$ cat src/rtl/irq_nest_pkg.sv
package irq_nest_pkg;
  localparam int NSRC  = 5;
  localparam int IDX_W = $clog2(NSRC);
  localparam int NEXT  = 2;
  // source positions in the fixed tie-break order
  localparam int SRC_EXT0 = 0;
  localparam int SRC_TMR0 = 1;
  localparam int SRC_EXT1 = 2;
  localparam int SRC_TMR1 = 3;
  localparam int SRC_SER  = 4;
endpackage

$ cat src/rtl/irq_ext_input.sv
module irq_ext_input #(
  parameter int SYNC_STAGES = 2
) (
  input  logic clk,
  input  logic rst,
  input  logic pin_n,
  input  logic edge_mode,
  input  logic clr,
  output logic req
);
  logic [SYNC_STAGES-1:0] sync_q;
  logic prev_q;
  logic flag_q;
  logic pin_s;
  logic fall;

  assign pin_s = sync_q[SYNC_STAGES-1];
  assign fall  = prev_q & ~pin_s;

  always_ff @(posedge clk) begin
    if (rst) begin
      sync_q <= '1;
      prev_q <= 1'b1;
      flag_q <= 1'b0;
    end else begin
      sync_q <= {sync_q[SYNC_STAGES-2:0], pin_n};
      prev_q <= pin_s;
      if (!edge_mode)  flag_q <= 1'b0;
      else if (fall)   flag_q <= 1'b1;
      else if (clr)    flag_q <= 1'b0;
    end
  end

  assign req = edge_mode ? flag_q : ~pin_s;


  flag_hold_chk: assert property (@(posedge clk) disable iff (rst)
    edge_mode && flag_q && !clr |=> flag_q);
endmodule

$ cat src/rtl/irq_prio_pick.sv
module irq_prio_pick #(
  parameter int N  = 5,
  parameter int IW = 3
) (
  input  logic [N-1:0]  cand,
  output logic          hit,
  output logic [IW-1:0] idx
);
  always_comb begin
    hit = |cand;
    idx = '0;
    for (int i = N - 1; i >= 0; i--) begin
      if (cand[i]) idx = IW'(i);
    end
  end
endmodule

$ cat src/rtl/irq_level_track.sv
module irq_level_track (
  input  logic clk,
  input  logic rst,
  input  logic set_en,
  input  logic set_hi,
  input  logic ret,
  output logic ins_hi,
  output logic ins_lo
);
  always_ff @(posedge clk) begin
    if (rst) begin
      ins_hi <= 1'b0;
      ins_lo <= 1'b0;
    end else begin
      if (ret) begin
        if (ins_hi) ins_hi <= 1'b0;
        else        ins_lo <= 1'b0;
      end
      if (set_en) begin
        if (set_hi) ins_hi <= 1'b1;
        else        ins_lo <= 1'b1;
      end
    end
  end


  ret_hi_first_chk: assert property (@(posedge clk) disable iff (rst)
    ret && !set_en && ins_hi |=> !ins_hi && (ins_lo == $past(ins_lo)));

  ret_lo_chk: assert property (@(posedge clk) disable iff (rst)
    ret && !set_en && !ins_hi && ins_lo |=> !ins_lo);

  set_level_chk: assert property (@(posedge clk) disable iff (rst)
    set_en |=> (set_hi ? ins_hi : ins_lo));
endmodule

$ cat src/rtl/irq_nest_ctrl.sv
module irq_nest_ctrl
  import irq_nest_pkg::*;
#(
  parameter int VEC_W       = 16,
  parameter int VEC_BASE    = 3,
  parameter int VEC_STEP    = 8,
  parameter int SYNC_STAGES = 2
) (
  input  logic                  clk,
  input  logic                  rst,
  input  logic [NEXT-1:0]       ext_irq_n,
  input  logic [NEXT-1:0]       ext_edge,
  input  logic [1:0]            tmr_ovf,
  input  logic                  ser_flag,
  input  logic [NSRC-1:0]       src_en,
  input  logic [NSRC-1:0]       src_hi,
  input  logic                  glb_en,
  output logic                  irq_req,
  output logic [VEC_W-1:0]      irq_vec,
  input  logic                  irq_ack,
  input  logic                  irq_ret
);
  localparam int VEC_LAST = VEC_BASE + (NSRC - 1) * VEC_STEP;
  localparam int EXT_IDX [NEXT] = '{SRC_EXT0, SRC_EXT1};

  logic [NEXT-1:0]  ext_req;
  logic [NEXT-1:0]  ext_clr;
  logic [NSRC-1:0]  pend, elig, cand_hi, cand_lo;
  logic             hit_hi, hit_lo;
  logic [IDX_W-1:0] idx_hi, idx_lo;
  logic             ins_hi, ins_lo;
  logic             nxt_req, nxt_hi;
  logic [IDX_W-1:0] nxt_idx;
  logic             req_q, hi_q;
  logic [IDX_W-1:0] idx_q;
  logic [VEC_W-1:0] vec_q;
  logic             take;

  assign take = irq_ack & req_q;

  for (genvar g = 0; g < NEXT; g++) begin : g_ext
    assign ext_clr[g] = take && (idx_q == IDX_W'(EXT_IDX[g]));
    irq_ext_input #(.SYNC_STAGES(SYNC_STAGES)) u_ext (
      .clk       (clk),
      .rst       (rst),
      .pin_n     (ext_irq_n[g]),
      .edge_mode (ext_edge[g]),
      .clr       (ext_clr[g]),
      .req       (ext_req[g])
    );
  end

  always_comb begin
    pend           = '0;
    pend[SRC_EXT0] = ext_req[0];
    pend[SRC_TMR0] = tmr_ovf[0];
    pend[SRC_EXT1] = ext_req[1];
    pend[SRC_TMR1] = tmr_ovf[1];
    pend[SRC_SER]  = ser_flag;
  end

  assign elig    = pend & src_en & {NSRC{glb_en}};
  assign cand_hi = elig & src_hi;
  assign cand_lo = elig & ~src_hi;

  irq_prio_pick #(.N(NSRC), .IW(IDX_W)) u_pick_hi (
    .cand (cand_hi), .hit (hit_hi), .idx (idx_hi)
  );
  irq_prio_pick #(.N(NSRC), .IW(IDX_W)) u_pick_lo (
    .cand (cand_lo), .hit (hit_lo), .idx (idx_lo)
  );

  always_comb begin
    nxt_req = 1'b0;
    nxt_hi  = 1'b0;
    nxt_idx = '0;
    if (!ins_hi && hit_hi) begin
      nxt_req = 1'b1;
      nxt_hi  = 1'b1;
      nxt_idx = idx_hi;
    end else if (!ins_hi && !ins_lo && hit_lo) begin
      nxt_req = 1'b1;
      nxt_idx = idx_lo;
    end
  end

  always_ff @(posedge clk) begin
    if (rst) begin
      req_q <= 1'b0;
      hi_q  <= 1'b0;
      idx_q <= '0;
      vec_q <= '0;
    end else if (take) begin
      req_q <= 1'b0;
    end else begin
      req_q <= nxt_req;
      if (nxt_req) begin
        hi_q  <= nxt_hi;
        idx_q <= nxt_idx;
        vec_q <= VEC_W'(VEC_BASE + int'(nxt_idx) * VEC_STEP);
      end
    end
  end

  irq_level_track u_track (
    .clk    (clk),
    .rst    (rst),
    .set_en (take),
    .set_hi (hi_q),
    .ret    (irq_ret),
    .ins_hi (ins_hi),
    .ins_lo (ins_lo)
  );

  assign irq_req = req_q;
  assign irq_vec = vec_q;


  vec_range_chk: assert property (@(posedge clk) disable iff (rst)
    irq_req |-> (irq_vec >= VEC_W'(VEC_BASE)) && (irq_vec <= VEC_W'(VEC_LAST)));

  ack_drop_chk: assert property (@(posedge clk) disable iff (rst)
    irq_req && irq_ack |=> !irq_req);

  hi_busy_chk: assert property (@(posedge clk) disable iff (rst)
    irq_req |-> !ins_hi);

  lo_busy_chk: assert property (@(posedge clk) disable iff (rst)
    irq_req && ins_lo |-> hi_q);
endmodule

$ cat config.mk
export PLATFORM = sky130hd
export DESIGN_NAME = irq_nest_ctrl
export DESIGN_NICKNAME = d
export VERILOG_FILES = /design/src/rtl/irq_nest_pkg.sv /design/src/rtl/irq_ext_input.sv /design/src/rtl/irq_prio_pick.sv /design/src/rtl/irq_level_track.sv /design/src/rtl/irq_nest_ctrl.sv
export SDC_FILE = /design/constraint.sdc
export NUM_CORES = 1
export LEC_CHECK = 0
export ABC_CLOCK_PERIOD_IN_PS = 3300
export BUFFER_PORTS_ARGS = -buffer_cell sky130_fd_sc_hd__buf_2
export CAP_MARGIN = 20
export CORE_MARGIN = 2
export CORE_UTILIZATION = 45
export DETAILED_ROUTE_END_ITERATION = 12
export PLACE_DENSITY = 0.76
export SLEW_MARGIN = 5
export SYNTH_ARGS = -nofsm -noshare
export SYNTH_HDL_FRONTEND = slang
export SYNTH_SLANG_ARGS = --single-unit
$ cat constraint.sdc
create_clock -name clk -period 3.3 [get_ports clk]
set_input_delay 0.66 -clock clk [delete_from_list [all_inputs] [get_ports clk]]
set_output_delay 0.66 -clock clk [all_outputs]
set_load 0.1 [all_outputs]
# After elaboration in Yosys (flattened, before gate mapping)
# Cells that the tools add are included.
classes:
  n_bitwise: 13
  eq_ne: 1
  n_reduce_logical: 16
  n_mux: 28
  n_addsub: 1
ops:
  columns: ["operator", "count"]
  rows:
  - ["two-way mux 3 bit", 12]
  - ["bitwise AND 5 bit", 4]
  - ["two-way mux 1 bit", 16]
  - ["OR reduction 5 bit", 2]
  - ["adder 2 x 6 -> 7 bit, first input constant", 1]
  - ["OR reduction 2 bit", 3]
  - ["logical AND 1 bit", 5]
  - ["inverter 1 bit", 5]
  - ["inverter 5 bit", 1]
  - ["nonzero test 2 bit", 2]
  - ["bitwise AND 1 bit", 3]
  - ["equality test 3 x 2 -> 1 bit, second input constant", 1]
  - ["zero test 3 bit", 1]
  - ["zero test 1 bit", 2]
  - ["AND reduction 2 bit", 1]
totals:
  word_cells: 71
  out_inout_bits: 17
  ff_bits: 31
  in_bits: 22

# Longest topological paths before layout
depth:
  ltp_word: 13
  mapped_depth: 7

# Cells and area by module
# Synthesis repeated with hierarchy kept, for this count alone.
hier_totals:
  cells_unflattened: 117
  area_unflattened_um2: 940.9
modules_own_cells:
  columns: ["mod", "n_inst", "cells_per_inst", "area_per_inst_um2", "seq_area_each_um2"]
  rows:
  - ["irq_nest_ctrl", 1, 66, 467.9, 120.1]
  - ["irq_ext_input", 2, 13, 147.6, 80.1]
  - ["irq_prio_pick", 2, 8, 48.8, 0.0]
  - ["irq_level_track", 1, 9, 80.1, 40.0]

# Worst setup path before layout
# Ideal clock, no wire load.
synth_timing:
  kind: "input -> register"
  startpoint: "input glb_en"
  endpoint: "register idx_q[2]"
  t_arrival_ns: 2.034
  path_buffers: 1
  cell_stages: 7
  setup_time_ns: 0.067
  t_required_ns: 3.233
  slack_ns: 1.198
  path_cell_list: "buf_4 nand2_2 or4b_4 nand2_4 o311ai_4 a221o_1 a21oi_2"
synth_between:
  elab_chain_cells: 9
synth_lines:
  columns: ["item", "line", "source"]
  rows:
  - ["start: declaration", "irq_nest_ctrl.sv:17", "input logic glb_en,"]
  - ["bitwise AND 5 bit (*)", "irq_nest_ctrl.sv:62", "assign elig = pend & src_en & {NSRC{glb_en}};"]
  - ["bitwise AND 5 bit", "irq_nest_ctrl.sv:64", "assign cand_lo = elig & ~src_hi;"]
  - ["two-way mux 3 bit (5 in a row)", "irq_prio_pick.sv:13", "if (cand[i]) idx = IW'(i);"]
  - ["two-way mux 3 bit", "irq_nest_ctrl.sv:81", "end else if (!ins_hi && !ins_lo && hit_lo) begin"]
  - ["two-way mux 3 bit", "irq_nest_ctrl.sv:77", "if (!ins_hi && hit_hi) begin"]
  - ["end signal: assignment", "irq_nest_ctrl.sv:99", "idx_q <= nxt_idx;"]
  - ["end: declaration", "irq_nest_ctrl.sv:35", "logic [IDX_W-1:0] idx_q;"]
# Every way passes the cells marked *; elsewhere a longest branch is shown, timed or not.
# A chain may end at the register's enable or synchronous reset.

# Final worst setup path
layout_timing:
  startpoint: "input ext_edge[0]"
  endpoint: "register idx_q[2]"
layout_between:
  elab_chain_cells: 9
layout_lines:
  columns: ["item", "line", "source"]
  rows:
  - ["start: declaration", "irq_nest_ctrl.sv:12", "input logic [NEXT-1:0] ext_edge,"]
  - ["two-way mux 1 bit (*)", "irq_ext_input.sv:34", "assign req = edge_mode ? flag_q : ~pin_s;"]
  - ["bitwise AND 5 bit (*) (2 in a row)", "irq_nest_ctrl.sv:62", null]
  - ["bitwise AND 5 bit", "irq_nest_ctrl.sv:64", null]
  - ["OR reduction 5 bit", "irq_prio_pick.sv:10", "hit = |cand;"]
  - ["logical AND 1 bit", "irq_nest_ctrl.sv:81", null]
  - ["two-way mux 1 bit", "irq_nest_ctrl.sv:81", null]
  - ["two-way mux 1 bit", "irq_nest_ctrl.sv:77", null]
  - ["AND reduction 2 bit (no line)", null, null]
# Marked as above.

==> flow_summary.ini <==
[clock_tree]
cts_root_buf = clkbuf_4
cts_max_path_buffers = 2
cts_setup_buffers = 0
cts.clk_slew.worst_paths_ns = 0.09
ctsResizeCount = 0
cts_buffers = 3
h-tree-depth = 1
insertion_delay_ns = 0.29
cts_tree = yes
cts_hold_buf = 0
clock-sinks = 16

[global_routing]
grt_use_total = 0.1658
grt_pass1_vias = 760
grt_pass1_wl_mm = 3.111
grt-ovfl-total = 0
antenna_found_initial = 0
grt_start_max_net_pins = 18

[yosys]
synth_seq_cells = 16
async_reset_ff_frac = 0
syn_area_um2 = 939.7
synthCells = 106
avgSynthCellArea_um2 = 8.865
ys_types = 37
yosysWarnings = 0
synthFlopType = dfxtp_1
synth_edf_count = 0
synth_seq_area_share = 0.3409

[floorplanning]
placeableCoreArea_um2 = 1962
fp.dieArea_um2 = 2470
io_pins = 39
start_util = 0.4790
die_h_um = 49.70
die_width_um = 49.70
fp-row-count = 16

[final_layout]
multi_input_area_um2 = 536.8
finalNonFillerCells = 160
area_delta_synth_final_pct = 15.05
insertedDiodeCount = 0
fill_cells = 217
final_core_util = 0.5510
final_cell_area_um2 = 1081
drive_above_1_share = 0.3609
nets = 156
register_area_um2 = 320.3

[placed_design]
placed_cell_area_um2 = 1045
dp_slack_ns = 1.005
place.gp.congestion = 0.8200
post-dp-hpwl_mm = 1.523
port_buffers = 27
dp.cells = 156

[critical_path]
crit_required_ns = 3.53
end_kind = flip-flop
crit_fanout = 5
arrival_ns = 2.22
r2r_cells = 6
timing.rr.end = idx_q[2]$_SDFFE_PP0P_
ff2ff_setup_slack_ns = 1.48
critical_path_class = input pin to flip-flop
timing.rr.start = g_ext[0].u_ext.flag_q$_SDFFE_PP0P_
start_kind = input pin

[sta]
hold_viol = 0
slew_headroom = 0.6454
setup_ws_ns = 1.317
rsz0062_at_grt = no
finalSetupViolations = 0
min_period_ns = 1.983
setup_tns_ns = 0
slew_violations = 0
fin_skew_ns = 0.005118
max_freq_mhz = 504.3
finalCritPeriodShare = 0.6009
worst_hold_slack_ns = 0.4237
worst_pin_slew_ns = 0.5306

[drt]
ant_nets = 0
vias = 821
avgRoutedWirePerCell_um = 11.53
avgViaCountPerCell = 5.131
drtIter0Drc = 13
wirelength_mm = 1.845
dr.pass1.iters = 4
drc = 0

[flow_run]
drv_cap = 0

[power_and_ir_drop]
powerDensity_nw_per_um2 = 485.3
power_mw = 0.5246
worst_ir_drop_vdd_mv = 0.2728
leakagePower_nw = 0.4896

[worst_hold_path]
hold_depth = 1
hold_end = g_ext[1].u_ext.sync_q[1]$_SDFF_PP1_
min_path_type = flip-flop to flip-flop
hp-start = g_ext[1].u_ext.sync_q[0]$_SDFF_PP1_

[run_status]
status = finished clean
-- Yosys cell counts, drive strengths merged (2+ instances only) --
cell	number	area share
nand4	3	0.020
nor4	3	0.020
nand3	3	0.016
dfxtp	16	0.34
nand2b	3	0.020
o311ai	2	0.045
nand4b	3	0.028
nand2	9	0.047
nor2b	6	0.048
o41ai	2	0.027
inv	5	0.020
nor2	6	0.024
nor3	2	0.011
o21ai	3	0.016
a21oi	7	0.041
buf	13	0.10
or2	6	0.040
or4b	2	0.025
-- layout make-up --
type / count / share of cell area
clock buffers: 4 / 0.03356
inverters: 5 / 0.01736
multi-input cells: 81 / 0.4965
flip-flops and latches: 16 / 0.2963
well taps: 27 / 0.03125
repair buffers: 27 / 0.1250
-- layer usage --
layer  global-route usage  up-vias  part of all wire
met5                    0        -                 0
met1               0.1774      377              0.42
li1                     -      414                 -
met2               0.3000       27              0.51
met4              0.05556        0            0.0043
met3              0.05758        3             0.060
-- placed cells by master, fill, tap and decap left out, types with 2 or more instances in the layout --
cell type / synthesis / layout
buf_2: 0 / 27
dfxtp_1: 16 / 16
conb_1: 1 / 11
nand2_1: 7 / 7
or2_2: 6 / 6
a21oi_1: 6 / 6
nor2_1: 6 / 6
nor2b_1: 5 / 5
inv_1: 5 / 5
nand4_1: 3 / 3
nand3_1: 3 / 3
nor4_1: 3 / 3
nand4b_1: 3 / 3
nand2b_1: 3 / 3
o21ai_0: 3 / 3
clkbuf_4: 0 / 3
nor3_1: 2 / 2
-- state kept, by name (all words and copies together) (netlist names) --
name                count
g_ext.u_ext.sync_q      4
idx_q                   3
g_ext.u_ext.flag_q      2
g_ext.u_ext.prev_q      2
hi_q                    1
irq_req                 1
irq_vec                 1
u_track.ins_hi          1
u_track.ins_lo          1
-- how the worst max path moves through the flow --
stage / from / to / slack (ns) / cells after the start
after floorplan: glb_en / idx_q[2]$_SDFFE_PP0P_ / 1.20 / 7
after global placement: ext_edge[0] / idx_q[2]$_SDFFE_PP0P_ / 1.06 / 7
after detailed placement: ext_edge[0] / idx_q[1]$_SDFFE_PP0P_ / 1.00 / 7
after CTS: ext_edge[0] / idx_q[2]$_SDFFE_PP0P_ / 1.32 / 7
after global routing: ext_edge[0] / idx_q[1]$_SDFFE_PP0P_ / 1.14 / 7
final: ext_edge[0] / idx_q[2]$_SDFFE_PP0P_ / 1.32 / 7
-- power breakdown --
part / internal (mW) / leakage [nW] / switching, mW
Sequential: 0.204 / 0.131 / 0.00801
Combinational: 0.0387 / 0.337 / 0.145
Clock: 0.0672 / 0.0210 / 0.0615
-- worst max-delay path, stage by stage --
cell      delay [ns]
buf_2           0.12
nor2b_4         0.12
or4b_4          0.56
nand2_4         0.11
o311ai_4        0.13
a221o_1         0.39
a21oi_2         0.12
-- logic make-up (layout without fill, tap and decap cells) --
kind of cell | count (synthesis) | in the layout | share of synthesized area
DFF | 16 | 16 | 0.3409
other | 1 | 11 | 0.003991
and+or+nand+nor | 51 | 51 | 0.3476
AOI/OAI and AO/OA | 19 | 19 | 0.1798
buffers and inverters | 19 | 36 | 0.1278
No activity file was read; power rests on OpenSTA's default activity.
